**src/rtl/thr_pkg.sv**
```systemverilog
package thr_pkg;

  localparam logic [7:0] ADDR_PMEN   = 8'h80;
  localparam logic [7:0] ADDR_IRQTM  = 8'h8C;
  localparam logic [7:0] ADDR_VIDTM  = 8'h8D;
  localparam logic [7:0] ADDR_RUNCNT = 8'h94;
  localparam logic [7:0] ADDR_IDLCNT = 8'h95;
  localparam logic [7:0] ADDR_SUSCTL = 8'h96;

  localparam int BIT_GLOBAL   = 0;
  localparam int BIT_IRQSPD   = 3;
  localparam int BIT_VIDSPD   = 4;
  localparam int BIT_MODEN    = 0;
  localparam int BIT_ISASTOP  = 3;
  localparam int BIT_ACTIDLE  = 4;

  typedef struct packed {
    logic [7:0] pmEn;
    logic [7:0] irqHold;
    logic [7:0] vidHold;
    logic [7:0] runCnt;
    logic [7:0] idleCnt;
    logic [7:0] susCtl;
  } thrRegs_t;

  typedef struct packed {
    logic modEn;
    logic irqLoad;
    logic vidLoad;
  } thrStrobe_t;

  typedef enum logic {PH_RUN = 1'b0, PH_IDLE = 1'b1} thrPhase_t;

endpackage

```
**src/rtl/thr_ctrl.sv**
```systemverilog
module thr_ctrl
  import thr_pkg::*;
(
  input  logic       clk,
  input  logic       rstN,
  input  logic [7:0] regAddr,
  input  logic [7:0] regWdata,
  input  logic       regWr,
  output logic [7:0] regRdata,
  input  logic       irqEvent,
  input  logic       vidEvent,
  output thrRegs_t   regs,
  output thrStrobe_t strobe
);

  always_ff @(posedge clk or negedge rstN) begin
    if (!rstN) begin
      regs <= '0;
    end else if (regWr) begin
      case (regAddr)
        ADDR_PMEN:   regs.pmEn    <= regWdata;
        ADDR_IRQTM:  regs.irqHold <= regWdata;
        ADDR_VIDTM:  regs.vidHold <= regWdata;
        ADDR_RUNCNT: regs.runCnt  <= regWdata;
        ADDR_IDLCNT: regs.idleCnt <= regWdata;
        ADDR_SUSCTL: regs.susCtl  <= regWdata;
        default: ;
      endcase
    end
  end

  always_comb begin
    case (regAddr)
      ADDR_PMEN:   regRdata = regs.pmEn;
      ADDR_IRQTM:  regRdata = regs.irqHold;
      ADDR_VIDTM:  regRdata = regs.vidHold;
      ADDR_RUNCNT: regRdata = regs.runCnt;
      ADDR_IDLCNT: regRdata = regs.idleCnt;
      ADDR_SUSCTL: regRdata = regs.susCtl;
      default:     regRdata = 8'h00;
    endcase
  end

  // Strobes towards the datapath
  always_comb begin
    strobe.modEn   = regs.susCtl[BIT_MODEN] & regs.pmEn[BIT_GLOBAL];
    strobe.irqLoad = irqEvent & regs.pmEn[BIT_IRQSPD];
    strobe.vidLoad = vidEvent & regs.pmEn[BIT_VIDSPD];
  end

endmodule

```
**src/rtl/thr_speedup.sv**
```systemverilog
module thr_speedup #(
  parameter int CW = 8
) (
  input  logic          clk,
  input  logic          rstN,
  input  logic          msTick,
  input  logic          load,
  input  logic [CW-1:0] loadVal,
  output logic [CW-1:0] count
);

  // A load wins over a countdown in the same cycle, so a repeat event restarts the window
  always_ff @(posedge clk or negedge rstN) begin
    if (!rstN) begin
      count <= '0;
    end else if (load) begin
      count <= loadVal;
    end else if (msTick && count != '0) begin
      count <= count - CW'(1);
    end
  end

endmodule

```
**src/rtl/thr_dp.sv**
```systemverilog
module thr_dp
  import thr_pkg::*;
#(
  parameter int TICK_DIV = 1067,
  parameter int MS_TICKS = 31
) (
  input  logic       clk,
  input  logic       rstN,
  input  thrRegs_t   regs,
  input  thrStrobe_t strobe,
  output logic       suspN,
  output logic       tick,
  output logic       run,
  output logic [7:0] runL,
  output logic [7:0] idleL,
  output logic [7:0] irqTimer,
  output logic [7:0] vidTimer
);

  localparam int PW = (TICK_DIV > 1) ? $clog2(TICK_DIV) : 1;
  localparam int MW = (MS_TICKS > 1) ? $clog2(MS_TICKS) : 1;
  localparam int NCH = 2;

  logic [PW-1:0] preCnt;
  logic [MW-1:0] msCnt;
  logic          msTick;

  assign tick   = (preCnt == PW'(TICK_DIV - 1));
  assign msTick = tick && (msCnt == MW'(MS_TICKS - 1));

  always_ff @(posedge clk or negedge rstN) begin
    if (!rstN) begin
      preCnt <= '0;
      msCnt  <= '0;
    end else begin
      preCnt <= tick ? '0 : preCnt + PW'(1);
      if (tick) msCnt <= msTick ? '0 : msCnt + MW'(1);
    end
  end

  // Speedup hold timers: channel 0 interrupt, channel 1 video
  logic [NCH-1:0]       chLoad;
  logic [NCH-1:0][7:0]  chVal;
  logic [NCH-1:0][7:0]  chCount;
  logic [NCH-1:0]       chBusy;

  assign chLoad = {strobe.vidLoad, strobe.irqLoad};
  assign chVal  = {regs.vidHold, regs.irqHold};

  for (genvar g = 0; g < NCH; g++) begin : gTmr
    thr_speedup #(.CW(8)) uTmr (
      .clk    (clk),
      .rstN   (rstN),
      .msTick (msTick),
      .load   (chLoad[g]),
      .loadVal(chVal[g]),
      .count  (chCount[g])
    );
    assign chBusy[g] = (chCount[g] != 8'd0);
  end

  assign irqTimer = chCount[0];
  assign vidTimer = chCount[1];
  assign run      = strobe.modEn && !(|chBusy);

  // Phase sequencer
  thrPhase_t phase;
  logic [7:0] phCnt;
  logic       runDone;
  logic       idleDone;
  thrPhase_t  startPh;

  assign runDone  = (runL == 8'd0) || (phCnt == runL - 8'd1);
  assign idleDone = (phCnt == idleL - 8'd1);
  assign startPh  = (regs.runCnt == 8'd0 && regs.idleCnt != 8'd0) ? PH_IDLE : PH_RUN;

  always_ff @(posedge clk or negedge rstN) begin
    if (!rstN) begin
      phase <= PH_RUN;
      phCnt <= '0;
      runL  <= '0;
      idleL <= '0;
    end else if (!run) begin
      phase <= startPh;
      phCnt <= '0;
      runL  <= regs.runCnt;
      idleL <= regs.idleCnt;
    end else if (tick) begin
      if (phase == PH_RUN) begin
        if (runDone) begin
          if (idleL != 8'd0) begin
            phase <= PH_IDLE;
            phCnt <= '0;
          end else begin
            phase <= startPh;
            phCnt <= '0;
            runL  <= regs.runCnt;
            idleL <= regs.idleCnt;
          end
        end else begin
          phCnt <= phCnt + 8'd1;
        end
      end else begin
        if (idleDone) begin
          phase <= startPh;
          phCnt <= '0;
          runL  <= regs.runCnt;
          idleL <= regs.idleCnt;
        end else begin
          phCnt <= phCnt + 8'd1;
        end
      end
    end
  end

  assign suspN = !(run && phase == PH_IDLE);

endmodule

```
**src/rtl/susp_throttle.sv**
```systemverilog
module susp_throttle
  import thr_pkg::*;
#(
  parameter int TICK_DIV = 1067,
  parameter int MS_TICKS = 31
) (
  input  logic       clk,
  input  logic       rstN,
  input  logic [7:0] regAddr,
  input  logic [7:0] regWdata,
  input  logic       regWr,
  output logic [7:0] regRdata,
  input  logic       irqEvent,
  input  logic       vidEvent,
  output logic       suspN,
  output logic       activeIdle,
  output logic       isaClkStop
);

  thrRegs_t   regs;
  thrStrobe_t strobe;
  logic       tick;
  logic       run;
  logic [7:0] runL;
  logic [7:0] idleL;
  logic [7:0] irqTimer;
  logic [7:0] vidTimer;

  thr_ctrl uCtrl (
    .clk     (clk),
    .rstN    (rstN),
    .regAddr (regAddr),
    .regWdata(regWdata),
    .regWr   (regWr),
    .regRdata(regRdata),
    .irqEvent(irqEvent),
    .vidEvent(vidEvent),
    .regs    (regs),
    .strobe  (strobe)
  );

  thr_dp #(.TICK_DIV(TICK_DIV), .MS_TICKS(MS_TICKS)) uDp (
    .clk     (clk),
    .rstN    (rstN),
    .regs    (regs),
    .strobe  (strobe),
    .suspN   (suspN),
    .tick    (tick),
    .run     (run),
    .runL    (runL),
    .idleL   (idleL),
    .irqTimer(irqTimer),
    .vidTimer(vidTimer)
  );

  assign activeIdle = regs.susCtl[BIT_ACTIDLE];
  assign isaClkStop = regs.susCtl[BIT_ISASTOP];

endmodule

```
**config.mk**
```make
export PLATFORM = sky130hd
export DESIGN_NAME = susp_throttle
export DESIGN_NICKNAME = d
export VERILOG_FILES = /design/src/rtl/thr_pkg.sv /design/src/rtl/thr_ctrl.sv /design/src/rtl/thr_speedup.sv /design/src/rtl/thr_dp.sv /design/src/rtl/susp_throttle.sv
export SDC_FILE = /design/constraint.sdc
export NUM_CORES = 1
export LEC_CHECK = 0
export CAP_MARGIN = 10
export CORE_UTILIZATION = 35
export DETAILED_ROUTE_END_ITERATION = 8
export GPL_TIMING_DRIVEN = 0
export HOLD_SLACK_MARGIN = 0.05
export PLACE_DENSITY = 0.49
export SYNTH_ARGS = -nofsm -noshare
export SYNTH_HDL_FRONTEND = slang
export SYNTH_HIERARCHICAL = 1
export SYNTH_SLANG_ARGS = --single-unit
```
**constraint.sdc**
```tcl
create_clock -name clk -period 9 [get_ports clk]
set_input_delay 0.9 -clock clk [delete_from_list [all_inputs] [get_ports clk]]
set_output_delay 0.9 -clock clk [all_outputs]
set_load 0.005 [all_outputs]
```
==> results_dict.tcl <==
set metrics [dict create \
    wirelength_mm 15.4 \
    fmax_mhz 248 \
    crit_top_cell "clkdlybuf4s50_1" \
    rows 47 \
    critPathKind "in2out" \
    hold_class "reg2reg" \
    synth_edf_count 0 \
    cts_buffers 9 \
    max_stage_delay_ps 650 \
    initial_core_util_pct 36.3 \
    die_area_um2 18000 \
    placed_area_um2 6700 \
    dieWidth_um 134 \
    cts_hold_buf 0 \
    seq_area_frac_synth_pct 43.1 \
    htree_levels 3 \
    vias_per_cell 5.51 \
    outcome "completed" \
    grt.overflow.total 0 \
    final-setup-viol-count 0 \
    clock_skew_ps 6.89 \
    fin_crit_sh_pct 44.8 \
    syn_area_um2 6100 \
    met3WireLength_um 555 \
    max-vdd-ir-drop_v 0.000103 \
    ys_async_sr_fraction_pct 100 \
    synthFlopType "dfrtp_1" \
    ys_top_cells_by_count "dfrtp_1 (105), mux2_2 (54), nor2_1 (38)" \
    grt_pass1_wl_mm 25.4 \
    max_cap_violations 0 \
    postSynthAreaPerCell_um2 10.6 \
    antenna_cells 0 \
    cts_root_buffer "clkbuf_16" \
    yosys_warnings 6 \
    drtIter0Drc 378 \
    gp_congestion 0.915 \
    cts_tree "done" \
    post_cts_buffers 0 \
    min_period_ps 4030 \
    p_leak_nw 3.02 \
    end_kind "output port" \
    grt_max_degree 73 \
    arrival_ps 3130 \
    syn-num-nets 612 \
    io_buffers 30 \
    slew_headroom_pct 58.1 \
    top_layer "met4" \
    antenna_left 0 \
    path_cells "clkdlybuf4s50_1 -> clkbuf_1 -> mux2i_1 -> nor3_1 -> a211o_1 -> clkdlybuf4s50_1" \
    vias 4655 \
    tightest_slew_ps 628 \
    antenna_found_initial 0 \
    clock_sinks 105 \
    synth.area.top_cells "dfrtp_1 (43%), mux2_2 (10%), ha_1 (2.7%)" \
    synthDistinctLibCells 82 \
    wl_per_cell_um 18.2 \
    area_delta_synth_final_pct 14.9 \
    worstPathMaxFanout 10 \
    clock_latency_ps 350 \
    cp_slowest_cell "clkdlybuf4s50_1" \
    core_um2 16800 \
    grt_pass1_vias 4619 \
    ctsResizeCount 0 \
    rsz0062_at_grt "no" \
    ctsLongestPathBuffers 2 \
    syn-instance-count 578 \
    tns_ps 0 \
    pin_count 32 \
    cp-start-kind "input pin" \
    dr.pass1.iters 5 \
    power.density_nw_per_um2 158 \
    met1_length_mm 7.29 \
    dp_hpwl_mm 11.2 \
    clk_pin_slew_ps 70 \
    die_h_um 134 \
    fin_area_um2 7010 \
    drc 0 \
    ys_ff_latch 105 \
    nets 654 \
    drive_gt1_share_pct 19.2 \
    yosysMostFrequentCell "dfrtp_1" \
    synth_top_area_share_pct 43.1 \
    slew_viol_final 0 \
    nFillCells 1673 \
    grt_usage_pct 18.2 \
    wl_met2_mm 7.49 \
    cp_data_required_time_ps 8100 \
    synth_top_cell_by_area "dfrtp_1" \
    final_hold_viol_count 0 \
]
[final cells by class]
class                   instances  area, um2  area share [%]
repair buffers                 31        325            4.64
plain buffers                  27        138            1.96
flip-flops and latches        105       2630            37.5
inverters                      23       86.3            1.23
multi-input cells             423       3250            46.4
clock inverters                 7       82.6            1.18
clock buffers                   9        225            3.21
well taps                     220        275            3.93
[worst max-delay path, delay by kind of cell]
kind                   cells  cell delay [ps]
multiplexers               1              290
buffers and inverters      3             1570
AND/OR/NAND/NOR            1               80
AO/OA/AOI/OAI              1              280
[final timing paths]
kind | from | endpoint | slack [ps] | depth (start not counted)
min in group asynchronous | rstN | uDp/phCnt[6] | 510 | 1
max reg2reg | uDp/runL[2] | uDp/idleL[7] | 5740 | 9
max in group asynchronous | rstN | uDp/gTmr[1].uTmr/count[1] | 7790 | 2
min reg2reg | uDp/preCnt[8] | uDp/preCnt[8] | 500 | 1
min | uDp/preCnt[8] | uDp/preCnt[8] | 500 | 1
max | regAddr[0] | regRdata[3] | 4970 | 6
[state kept, by name, indices dropped and copies added (netlist names)]
| signal | count |
|---|---|
| uDp/msCnt | 5 |
| uDp/gTmr.uTmr/count | 16 |
| uDp/phase | 1 |
| uDp/runL | 8 |
| uDp/preCnt | 11 |
| uDp/idleL | 8 |
| uDp/phCnt | 8 |
| uCtrl/regs | 48 |
[cells in the final DEF (no fill, tap or decap), types with 4 or more instances in the layout]
master | Yosys | routed
clkdlybuf4s50_1 | 0 | 29
xor2_1 | 10 | 10
a21oi_1 | 18 | 18
a21o_1 | 8 | 8
nand2_1 | 35 | 35
nor2_1 | 38 | 38
a2bb2oi_1 | 4 | 4
a31oi_1 | 9 | 9
a211o_1 | 4 | 4
ha_1 | 13 | 13
buf_2 | 8 | 8
or3_1 | 9 | 9
mux2_2 | 54 | 54
nor4_1 | 10 | 10
nor3b_1 | 5 | 5
xnor2_1 | 16 | 16
clkbuf_1 | 15 | 15
and3_1 | 6 | 6
o211ai_1 | 9 | 9
o21ai_0 | 18 | 18
dfrtp_1 | 105 | 105
nor3_1 | 13 | 13
o31ai_1 | 6 | 6
mux2i_1 | 9 | 9
nand3_1 | 21 | 21
and2_1 | 5 | 5
clkbuf_16 | 0 | 9
nand4_1 | 9 | 9
nor2b_1 | 10 | 10
mux2_4 | 10 | 10
inv_1 | 22 | 22
[where the power goes]
| group | internal, W | switching (W) |
|---|---|---|
| Clock | 0.000221 | 0.000193 |
| Combinational | 0.0000703 | 0.0000779 |
| Sequential | 0.000503 | 0.0000407 |
| Total | 0.000794 | 0.000312 |
[per-layer routing]
layer | vias to the layer above | GRT usage (%)
met2 | 101 | 29.6
met1 | 2333 | 25.2
li1 | 2215 | -
met3 | 6 | 3.44
met4 | 0 | 3.68
met5 | - | 0
[through the flow]
step	power, W	worst slack, ps	hold slack, ps	utilization (%)	instances
after CTS	0.00112	4940	502	41.7	845
after global placement	0.000697	2950	483	39.7	828
after detailed placement	0.000701	4960	487	39.9	829
after global routing	0.00116	4850	528	41.7	845
after floorplan	0.000641	6070	460	-	578
final	0.00111	4970	498	41.7	845
[cells by family (layout without fill, tap and decap cells)]
family                   Yosys count  in the layout  share of synthesized area [%]
AO/OA/AOI/OAI                    108            108                           13.2
XOR/XNOR                          26             26                           3.73
adder cells (fa/ha/maj)           13             13                           2.67
buffers and inverters             50             97                           3.67
flip-flops                       105            105                           43.1
multiplexers                      73             73                           13.9
AND/OR/NAND/NOR                  203            203                           19.7
Power figures use the tool's default switching activity.
